File: src/rtl/cwf_pkg.sv
package cwf_pkg;

    localparam int          WRAP_BYTES = 31;
    localparam int          CB_OFFSET  = 15;
    localparam logic [31:0] WRAP_SIG   = 32'h4342_5355;

    localparam logic [7:0]  OP_WRITE10 = 8'h2A;
    localparam logic [7:0]  OP_WRITE6  = 8'h0A;
    localparam logic [7:0]  OP_FORMAT  = 8'h04;

    localparam logic [7:0]  STS_GOOD   = 8'h00;
    localparam logic [7:0]  STS_FAILED = 8'h01;

    typedef enum logic [1:0] {
        KIND_PASS,
        KIND_WR10,
        KIND_WR6,
        KIND_FMT
    } cmd_kind_e;

    typedef struct packed {
        cmd_kind_e   kind;
        logic [31:0] lba;
        logic [15:0] len;
    } cmd_info_t;

    function automatic cmd_kind_e kind_of(input logic [7:0] opc);
        case (opc)
            OP_WRITE10: return KIND_WR10;
            OP_WRITE6:  return KIND_WR6;
            OP_FORMAT:  return KIND_FMT;
            default:    return KIND_PASS;
        endcase
    endfunction

endpackage

File: src/rtl/cwf_capture.sv
module cwf_capture
    import cwf_pkg::*;
#(
    parameter int          NBYTES    = WRAP_BYTES,
    parameter logic [31:0] SIGNATURE = WRAP_SIG,
    localparam int         IW        = $clog2(NBYTES + 1),
    localparam int         FW        = NBYTES * 8
) (
    input  logic          clk,
    input  logic          rst,
    input  logic          in_valid,
    input  logic [7:0]    in_data,
    input  logic          in_last,
    output logic          frame_ok,
    output logic [FW-1:0] frame
);

    logic [IW-1:0] idx;
    logic          sig_bad;
    logic          ovf;
    logic          hit_bad;

    always_comb begin
        hit_bad = (idx < IW'(4)) &&
                  (in_data != SIGNATURE[int'(idx[1:0]) * 8 +: 8]);
    end

    always_ff @(posedge clk) begin
        if (rst) begin
            idx      <= '0;
            sig_bad  <= 1'b0;
            ovf      <= 1'b0;
            frame_ok <= 1'b0;
        end else begin
            frame_ok <= 1'b0;
            if (in_valid) begin
                frame[int'(idx) * 8 +: 8] <= in_data;
                if (in_last) begin
                    frame_ok <= (idx == IW'(NBYTES - 1)) && !sig_bad &&
                                !hit_bad && !ovf;
                    idx      <= '0;
                    sig_bad  <= 1'b0;
                    ovf      <= 1'b0;
                end else begin
                    sig_bad <= sig_bad | hit_bad;
                    if (idx == IW'(NBYTES - 1)) begin
                        ovf <= 1'b1;
                    end else begin
                        idx <= idx + 1'b1;
                    end
                end
            end
        end
    end

    AST_OK_SINGLE: assert property (@(posedge clk) disable iff (rst)
        frame_ok |=> !frame_ok);

endmodule

File: src/rtl/cwf_classify.sv
module cwf_classify
    import cwf_pkg::*;
#(
    parameter int  CB_USED = 9,
    localparam int CW      = CB_USED * 8
) (
    input  logic [CW-1:0] cb,
    output cmd_info_t     info
);

    logic [7:0] b [CB_USED];
    logic       unused_hi;

    for (genvar k = 0; k < CB_USED; k++) begin : g_bytes
        assign b[k] = cb[k * 8 +: 8];
    end

    assign unused_hi = ^b[1][7:5];

    always_comb begin
        info.kind = kind_of(b[0]);
        info.lba  = '0;
        info.len  = '0;
        case (info.kind)
            KIND_WR10: begin
                info.lba = {b[2], b[3], b[4], b[5]};
                info.len = {b[7], b[8]};
            end
            KIND_WR6: begin
                info.lba = {11'd0, b[1][4:0], b[2], b[3]};
                info.len = (b[4] == 8'd0) ? 16'd256 : {8'd0, b[4]};
            end
            default: begin
                info.lba = '0;
                info.len = '0;
            end
        endcase
    end

endmodule

File: src/rtl/cwf_replay.sv
module cwf_replay #(
    parameter int  NBYTES = 31,
    localparam int IW     = $clog2(NBYTES + 1),
    localparam int FW     = NBYTES * 8
) (
    input  logic          clk,
    input  logic          rst,
    input  logic          load,
    input  logic [FW-1:0] frame_in,
    output logic          out_valid,
    output logic [7:0]    out_data,
    output logic          out_last
);

    logic [FW-1:0] sh;
    logic [IW-1:0] rem;

    always_ff @(posedge clk) begin
        if (rst) begin
            out_valid <= 1'b0;
            out_last  <= 1'b0;
            out_data  <= '0;
            rem       <= '0;
            sh        <= '0;
        end else if (load) begin
            out_valid <= 1'b1;
            out_data  <= frame_in[7:0];
            out_last  <= (NBYTES == 1);
            sh        <= frame_in >> 8;
            rem       <= IW'(NBYTES - 1);
        end else if (rem != '0) begin
            out_valid <= 1'b1;
            out_data  <= sh[7:0];
            out_last  <= (rem == IW'(1));
            sh        <= sh >> 8;
            rem       <= rem - 1'b1;
        end else begin
            out_valid <= 1'b0;
            out_last  <= 1'b0;
        end
    end

    AST_LOAD_WHEN_IDLE: assert property (@(posedge clk) disable iff (rst)
        load |-> (rem == '0));

    AST_LAST_IS_VALID: assert property (@(posedge clk) disable iff (rst)
        out_last |-> out_valid);

endmodule

File: src/rtl/cwf_write_filter.sv
module cwf_write_filter
    import cwf_pkg::*;
#(
    parameter int  NBYTES  = WRAP_BYTES,
    parameter int  CB_OFS  = CB_OFFSET,
    localparam int CB_USED = 9,
    localparam int FW      = NBYTES * 8
) (
    input  logic        clk,
    input  logic        rst,
    input  logic        in_valid,
    input  logic [7:0]  in_data,
    input  logic        in_last,
    output logic        out_valid,
    output logic [7:0]  out_data,
    output logic        out_last,
    output logic        blk_pulse,
    output logic [31:0] blk_lba,
    output logic [15:0] blk_len,
    output logic        sts_valid,
    output logic [7:0]  sts_code
);

    logic          frame_ok;
    logic [FW-1:0] frame;
    cmd_info_t     info;
    logic          fwd_load;

    cwf_capture #(.NBYTES(NBYTES), .SIGNATURE(WRAP_SIG)) u_cap (
        .clk      (clk),
        .rst      (rst),
        .in_valid (in_valid),
        .in_data  (in_data),
        .in_last  (in_last),
        .frame_ok (frame_ok),
        .frame    (frame)
    );

    cwf_classify #(.CB_USED(CB_USED)) u_cls (
        .cb   (frame[(CB_OFS + CB_USED) * 8 - 1 : CB_OFS * 8]),
        .info (info)
    );

    assign fwd_load = frame_ok && (info.kind == KIND_PASS);

    cwf_replay #(.NBYTES(NBYTES)) u_rep (
        .clk       (clk),
        .rst       (rst),
        .load      (fwd_load),
        .frame_in  (frame),
        .out_valid (out_valid),
        .out_data  (out_data),
        .out_last  (out_last)
    );

    always_ff @(posedge clk) begin
        if (rst) begin
            blk_pulse <= 1'b0;
            blk_lba   <= '0;
            blk_len   <= '0;
            sts_valid <= 1'b0;
            sts_code  <= STS_GOOD;
        end else begin
            blk_pulse <= 1'b0;
            sts_valid <= 1'b0;
            if (frame_ok) begin
                sts_valid <= 1'b1;
                if (info.kind != KIND_PASS) begin
                    blk_pulse <= 1'b1;
                    blk_lba   <= info.lba;
                    blk_len   <= info.len;
                    sts_code  <= STS_FAILED;
                end else begin
                    sts_code  <= STS_GOOD;
                end
            end
        end
    end

    AST_BLOCK_SILENT: assert property (@(posedge clk) disable iff (rst)
        blk_pulse |-> !out_valid);

    AST_PULSE_SINGLE: assert property (@(posedge clk) disable iff (rst)
        blk_pulse |=> !blk_pulse);

    AST_FAIL_WITH_BLOCK: assert property (@(posedge clk) disable iff (rst)
        blk_pulse |-> (sts_valid && sts_code == STS_FAILED));

    AST_GOOD_WITH_FWD: assert property (@(posedge clk) disable iff (rst)
        (sts_valid && !blk_pulse) |-> (sts_code == STS_GOOD && out_valid));

endmodule

File: config.mk
export PLATFORM = sky130hd
export DESIGN_NAME = cwf_write_filter
export DESIGN_NICKNAME = d
export VERILOG_FILES = /design/src/rtl/cwf_pkg.sv /design/src/rtl/cwf_capture.sv /design/src/rtl/cwf_classify.sv /design/src/rtl/cwf_replay.sv /design/src/rtl/cwf_write_filter.sv
export SDC_FILE = /design/constraint.sdc
export NUM_CORES = 1
export LEC_CHECK = 0
export ABC_CLOCK_PERIOD_IN_PS = 6800
export BUFFER_PORTS_ARGS = -buffer_cell sky130_fd_sc_hd__buf_2
export CORE_MARGIN = 5
export CORE_UTILIZATION = 55
export CTS_BUF_LIST = sky130_fd_sc_hd__clkbuf_4 sky130_fd_sc_hd__clkbuf_8
export CTS_CLUSTER_DIAMETER = 100
export DETAILED_ROUTE_END_ITERATION = 16
export PLACE_DENSITY_LB_ADDON = 0.15
export SLEW_MARGIN = 20
export SYNTH_ARGS = -nofsm -noshare
export SYNTH_HDL_FRONTEND = slang
export SYNTH_HIERARCHICAL = 1
export SYNTH_SLANG_ARGS = --single-unit
File: constraint.sdc
create_clock -name clk -period 6.8 [get_ports clk]
set_input_delay 1.36 -clock clk [delete_from_list [all_inputs] [get_ports clk]]
set_output_delay 1.36 -clock clk [all_outputs]
set_load 0.005 [all_outputs]
==> impl_results.md, run 1 <==
* H-Tree Depth at 3
* Post-synth EDFFs at between 200 and 250
* Critical path fanouts, max at 25
* Top cells by area, synth: edfxtp_1 (29%), dfxtp_1 (25%), nor3_2 (7.1%)
* Initial DRC count at 2064
* Power per standard cell area at about 420 nW/um2
* Hold WC Path Type: register to register
* Post-synth cell types at 56
* First-pass DRT Iterations at 6
* Largest net degree at the start of global routing at between 200 and 250
* Final Hold Fails at 0
* Post-Route Setup TNS at 0 ps
* Maximum Capacitance Violations at 0
* Clock tree buffer depth at 3
* Core Box Area at around 46000 um2
* Global Route Usage Sum at between 20% and 30%
* Req. time, crit path at a little over 7000 ps
* Die Area at ~50000 um2
* CTS tree: done
* Top Family by Delay on Critical Path: simple AND/OR/NAND/NOR gates
* HP Start: blk_len[12]$_SDFFE_PP0P_
* Crit path DAT at approximately 4000 ps
* CP max stage delay at roughly 760 ps
* Measured slew at the worst slew-check pin at roughly 1200 ps
* First-pass GRT wire length at 105 mm
* Cts repair resizes at 0
* Antenna Violating Nets Remaining at 0
* CTS Buf Count at between 90 and 100
* Primary FF master, synth: dfxtp_1
* Register area share after synthesis at ~54%
* Vias in the first global route at roughly 17k
* Area taken by multi-input logic gates at 10300 um2
* Synth Instances at 2459
* Clk_skew at about 41 ps
* Post-CTS Hold Buffers at 0
* Post-Route WL at 70.0 mm
* Maximum vdd drop at approximately 0.7 mV
* Post-DP HPWL at 44.2 mm
* Root buffer cell: clkbuf_8
* #FFs+latches synth at 562
* CP Capture Type: register
* Unrepaired setup endpoints after global routing: no
* Gr ovfl total at 0
* IO Port Bufs at slightly above 70
* Chip height at around 230 um
* Layout area overhead at 7.18%
* Initial Util at a little under three fifths
* Slew headroom at 23.0%
* Chip width at between 200 and 250 um
* Ys Warns at 6
* CP cell instances: inv_1 > ha_1 > xnor2_1 > or3_1 > nand2b_1 > nor2_1
* Via count at 18.6k
* GPL Wtd Cong at approximately 0.95
* Row cnt at between 70 and 80
* DR WL/cell at about 23 um
* Part of the cycle the worst path needs at a little over half
* Status: complete, no violations
* Fmax achieved at approximately 270 MHz
* Worst skew pair latency at just under 700 ps
* Mean number of vias per cell at roughly 6.0
* Clock Sinks at ~560
* Post-synthesis average cell area at between 10 and 15 um2
* DRC at 0
* Min Tclk post-route at approximately 3700 ps
* Worst reg2reg startpoint: u_cap/idx[0]$_SDFFE_PP0P_
* Fin. max-slew vios at 0
* Setup violators final at 0
* Final hold slack at 472 ps
* Pleak at around 8.8 nW
* Post-synth top area share at about 29%
* # IOs at 80
* Fillers at between 3k and 4k
* CP max stage cell: or3_1
* Final worst slack at a little over 3000 ps
* Post-synth top area cell: edfxtp_1
* Final #Nets at between 2k and 2.5k
* Mapped cell area at 25500 um2
* Crit path launch type: register
* Initial antenna violation count at 4
* CTS clock-pin slew for the worst setup and hold paths at about 60 ps
* Worst Path Class, Setup: register to register
* Post-CTS Setup Repair Bufs at 0
* Ratio of cells with drive above 1 in the final layout at between 15 and 20%
* Worst Path Buf+Inv at 1
* Storage cell area at between 10000 and 15000 um2
* FFs w/ async S/R, synth at 0%
* DP Worst Slack at roughly 2900 ps
* Worst setup startpoint: u_cap/idx[0]$_SDFFE_PP0P_
state kept, by name, summed over array words and instances, names as in the netlist:
signal	cells
blk_lba	32
blk_len	16
blk_pulse	1
sts_code	1
sts_valid	1
u_cap/frame	248
u_cap/frame_ok	1
u_cap/idx	5
u_cap/ovf	1
u_cap/sig_bad	1
u_rep/out_data	8
u_rep/out_last	1
u_rep/out_valid	1
u_rep/rem	5
u_rep/sh	240
synth_stat cells, types with 3 or more instances:
master	count
nor3b_1	4
nor3_2	181
mux2i_1	48
buf_4	21
buf_6	43
dfxtp_1	314
a2111oi_2	8
and2_1	27
a22o_1	29
nor4_1	227
nand2_2	7
edfxtp_1	248
a2111oi_0	9
o21a_1	4
buf_2	69
clkbuf_1	114
a21oi_1	19
xnor2_1	3
xor2_1	5
nand3_1	6
nand4_1	4
or4b_1	3
nor3_1	344
nor2_1	243
nand3b_1	9
nand2_1	62
or3_1	3
nor2b_1	244
and2_0	7
nand2b_1	102
inv_1	8
ha_1	13
a211oi_1	4
per-layer routing:
metal  global-route usage (%)  vias to the layer above  routed length (um)  part of all wire [%]
li1                         -                     8672                   -                     -
met1                     38.5                     8977               30000                    43
met2                     39.7                      736               30900                    44
met3                     5.87                      181                5730                   8.2
met4                     12.4                        2                3330                   4.8
met5                        0                        -                  13                 0.019
stage by stage:
stage                     cells  area, um2  util [%]  total power, mW
after floorplan            2465      25500         -             7.87
after global placement     2907      25400      55.8             8.33
after detailed placement   2907      25400      55.8             8.39
after CTS                  3077      27300      59.9             11.4
after global routing       3078      27300      59.9             12.0
final                      3080      27300      59.9             11.3
layout make-up:
| cell class | instances | share of cell area (%) |
|---|---|---|
| flip-flops and latches | 562 | 50.3 |
| repair buffers | 90 | 2.09 |
| diodes | 3 | 0.0275 |
| multi-input cells | 1647 | 37.9 |
| clock inverters | 40 | 0.894 |
| well taps | 600 | 2.75 |
| clock buffers | 130 | 5.93 |
| inverters | 8 | 0.110 |
cell families (layout without fill, tap and decap cells):
kind of cell,after synthesis,count (layout),synth area share (%)
DFF,562,562,53.9
buffers and inverters,256,268,5.69
AOI/OAI and AO/OA,85,85,2.77
other,1,10,0.0147
muxes,49,49,1.95
and+or+nand+nor,1485,1485,34.8
xor gates and xnor gates,8,8,0.275
adders and majority gates,13,13,0.639
worst paths after layout:
check / endpoint / slack, ps / cells past startpoint
worst max-delay path: u_cap/frame[66]$_DFFE_PP_ / 3120 / 6
worst min-delay path: blk_len[12]$_SDFFE_PP0P_ / 470 / 2
worst min register to register: blk_len[12]$_SDFFE_PP0P_ / 470 / 2
worst max register to register: u_cap/frame[66]$_DFFE_PP_ / 3120 / 6
placed cells by master (no fill, tap or decap), types with 4 or more instances in the layout:
cell type | netlist | layout
nor3_1 | 344 | 344
dfxtp_1 | 314 | 314
edfxtp_1 | 248 | 248
nor2_1 | 243 | 243
nor2b_1 | 244 | 242
nor4_1 | 227 | 227
nor3_2 | 181 | 181
clkbuf_8 | 0 | 103
nand2b_1 | 102 | 100
buf_2 | 69 | 71
nand2_1 | 62 | 61
mux2i_1 | 48 | 48
a22o_1 | 29 | 29
clkbuf_4 | 0 | 27
and2_1 | 27 | 27
clkinv_1 | 0 | 19
a21oi_1 | 19 | 19
clkinv_2 | 0 | 13
ha_1 | 13 | 13
buf_4 | 21 | 12
a2111oi_0 | 9 | 9
nand3b_1 | 9 | 9
inv_1 | 8 | 8
nand2_2 | 7 | 8
a2111oi_2 | 8 | 8
conb_1 | 1 | 7
and2_0 | 7 | 7
nand3_1 | 6 | 6
buf_12 | 0 | 5
xor2_1 | 5 | 5
clkinvlp_4 | 0 | 4
nand4_1 | 4 | 4
a211oi_1 | 4 | 4
tightest hold or removal path, delay by kind of cell (launching register included):
family           cells  cell delay (ps)
flip-flops           1              310
multiplexers         1               50
AND/OR/NAND/NOR      1               60
power by group:
group	leakage (nW)	switching, mW	total, mW	internal [mW]
combinational	3.31	2.19	3.63	1.44
clock	0.983	1.34	2.96	1.62
sequential	4.53	0.510	4.75	4.24
No activity file was read; power rests on OpenSTA's default activity.
==> run 2: changes to the inputs <==
--- a/config.mk
+++ b/config.mk
@@ -5,7 +5,7 @@
 export SDC_FILE = /design/constraint.sdc
 export NUM_CORES = 1
 export LEC_CHECK = 0
-export ABC_CLOCK_PERIOD_IN_PS = 6800
+export ABC_CLOCK_PERIOD_IN_PS = 3300
 export BUFFER_PORTS_ARGS = -buffer_cell sky130_fd_sc_hd__buf_2
 export CORE_MARGIN = 5
 export CORE_UTILIZATION = 55
==> constraint.sdc (replaced) <==
create_clock -name clk -period 3.3 [get_ports clk]
set_input_delay 0.66 -clock clk [delete_from_list [all_inputs] [get_ports clk]]
set_output_delay 0.66 -clock clk [all_outputs]
set_load 0.005 [all_outputs]
==> impl_results.md, run 2 (synthesized netlist as in run 1, its figures left out) <==
* Commonest non-fill, non-tap cell in the layout: nor3_1 (unchanged)
* Status: complete, no violations (unchanged)
* First-pass GRT wire length at 111 mm (was 105 mm)
* Row cnt at 78 (unchanged)
* Initial antenna violation count at 2 (was 4)
* DR WL/cell at 23.3 um (was 22.7 um)
* Measured slew at the worst slew-check pin at 1120 ps (was 1150 ps)
* Vias in the first global route at 17.8k (was 17.3k)
* Largest net degree at the start of global routing at 161 (was 236)
* Chip height at 225 um (unchanged)
* Worst Hold End: u_cap/idx[0]$_SDFFE_PP0P_ (was blk_len[12]$_SDFFE_PP0P_)
* Initial Util at 55.9% (unchanged)
* FF-to-FF End: u_rep/sh[11]$_SDFFE_PP0P_ (was u_cap/frame[66]$_DFFE_PP_)
* CP Capture Type: register (unchanged)
* Clk_skew at 24.7 ps (was 41.4 ps)
* Worst skew pair latency at 680 ps (was 690 ps)
* WHS Path Cells at 2 (unchanged)
* Unrepaired setup endpoints after global routing: no (unchanged)
* Core Box Area at 45600 um2 (unchanged)
* Fmax achieved at 341 MHz (was 272 MHz)
* Top reg by flops: u_cap/frame (unchanged)
* Min Tclk post-route at 2930 ps (was 3680 ps)
* Die Area at 50700 um2 (unchanged)
* Clock Sinks at 562 (unchanged)
* Fin. max-slew vios at 0 (unchanged)
* Chip width at 225 um (unchanged)
* Hold WC Path Type: primary input to register (was register to register)
* Global Route Usage Sum at 28.3% (was 27.0%)
* Clock tree buffer depth at 3 (unchanged)
* IO Port Bufs at 72 (unchanged)
* Worst reg2reg startpoint: u_cap/frame[124]$_DFFE_PP_ (was u_cap/idx[0]$_SDFFE_PP0P_)
* Commonest non-fill, non-tap cells in the layout: nor3_1 (344), dfxtp_1 (314), edfxtp_1 (248) (unchanged)
* Crit path launch type: register (unchanged)
* GPL Wtd Cong at 0.922 (was 0.951)
* Post-Route WL at 73.6 mm (was 70.0 mm)
* Critical path fanouts, max at 114 (was 25)
* Cts repair resizes at 0 (unchanged)
* Post-CTS Hold Buffers at 0 (unchanged)
* Design area at 28100 um2 (was 27300 um2)
* Power per standard cell area at 856 nW/um2 (was 415 nW/um2)
* H-Tree Depth at 3 (unchanged)
* Area taken by multi-input logic gates at 10300 um2 (unchanged)
* Area post-placement at 26100 um2 (was 25400 um2)
* Post-DP HPWL at 47.1 mm (was 44.2 mm)
* Part of the cycle the worst path needs at 88.7% (was 54.2%)
* Worst Path Class, Setup: register to register (unchanged)
* Register-to-register setup slack at 370 ps (was 3120 ps)
* Pleak at 9.32 nW (was 8.82 nW)
* Fillers at 3704 (was 3875)
* Req. time, crit path at 3830 ps (was 7120 ps)
* Antenna Violating Nets Remaining at 0 (unchanged)
* Mean number of vias per cell at 6.08 (was 6.03)
* Layout area overhead at 10.4% (was 7.18%)
* DRC at 0 (unchanged)
* CTS Buf Count at 95 (was 92)
* CTS clock-pin slew for the worst setup and hold paths at 60 ps (about the same)
* Max FFs per register at 248 (unchanged)
* Maximum Capacitance Violations at 0 (unchanged)
* Crit path DAT at 3450 ps (was 4000 ps)
* Root buffer cell: clkbuf_8 (unchanged)
* First-pass DRT Iterations at 6 (unchanged)
* Storage cell area at 13700 um2 (unchanged)
* Slew headroom at 25.3% (was 23.0%)
* Final #Nets at 2498 (was 2426)
* Final Hold Fails at 0 (unchanged)
* Setup violators final at 0 (unchanged)
* CTS tree: done (unchanged)
* Gr ovfl total at 0 (unchanged)
* Initial DRC count at 1997 (was 2064)
* Maximum vdd drop at 1.40 mV (was 0.697 mV)
* HP Start: rst (was blk_len[12]$_SDFFE_PP0P_)
* Post-Route Setup TNS at 0 ps (unchanged)
* # IOs at 80 (unchanged)
* Post-CTS Setup Repair Bufs at 0 (unchanged)
* Reg2reg path depth at 7 (was 6)
* Via count at 19.2k (was 18.6k)
* Biggest regs: u_cap/frame (248), u_rep/sh (240), blk_lba (32) (unchanged)
* Ratio of cells with drive above 1 in the final layout at 21.3% (was 18.2%)
## run 2: changes by cell type in the layout (fill, tap and decap cells not counted)
cell,change
bufinv_16,-1
clkinv_1,-13
clkbuf_8,+10
inv_6,+2
inv_8,+1
buf_6,-1
clkinvlp_4,-4
diode_2,-1
clkbuf_4,+14
buf_4,+59
buf_12,+11
## run 2: layout make-up
cell class,count,share of cell area [%]
flip-flops and latches,562,48.8
multi-input cells,1647,36.8
clock buffers,154,6.63
repair buffers,159,4.35
well taps,600,2.67
clock inverters,25,0.583
inverters,8,0.107
diodes,2,0.0178
## run 2: worst max path at each step
stage	from	to	slack [ps]	cells past startpoint
floorplan	u_cap/idx[0]$_SDFFE_PP0P_	u_cap/frame[136]$_DFFE_PP_	570	10
global placement	u_cap/frame[120]$_DFFE_PP_	u_rep/sh[8]$_SDFFE_PP0P_	620	7
detailed placement	u_cap/frame[124]$_DFFE_PP_	u_rep/sh[11]$_SDFFE_PP0P_	470	7
CTS	u_cap/frame[124]$_DFFE_PP_	u_rep/sh[11]$_SDFFE_PP0P_	380	7
global route	u_cap/frame[124]$_DFFE_PP_	u_rep/sh[11]$_SDFFE_PP0P_	150	7
finish	u_cap/frame[124]$_DFFE_PP_	u_rep/sh[11]$_SDFFE_PP0P_	370	7
## run 2: power by group
part	switching, mW	leakage [nW]	internal (mW)
Sequential	1.08	4.53	8.74
Clock	2.85	1.10	3.67
Combinational	4.60	3.70	3.12
## run 2: metrics by stage
stage	instances	hold WS [ps]	setup WS, ps	util (%)	power (mW)
after CTS	3155	284	381	61.7	24.1
final	3157	343	372	61.7	24.1
after floorplan	2465	430	573	-	16.2
after global routing	3156	313	150	61.7	25.4
after detailed placement	2976	460	468	57.2	17.5
after global placement	2976	447	616	57.2	17.3
## run 2: metal layers
metal	wire length, um	track usage [%]
met1	32000	41.2
met4	3210	11.5
met2	32000	41.6
met5	19	0
met3	6280	6.02
## run 2: critical path, cell delays in order (launching register included)
cell and delay (ps):
edfxtp_1 400, or4_4 550, a211oi_1 490, nor3b_2 220, buf_12 220, buf_12 220
nor2b_1 210, a2111oi_0 390
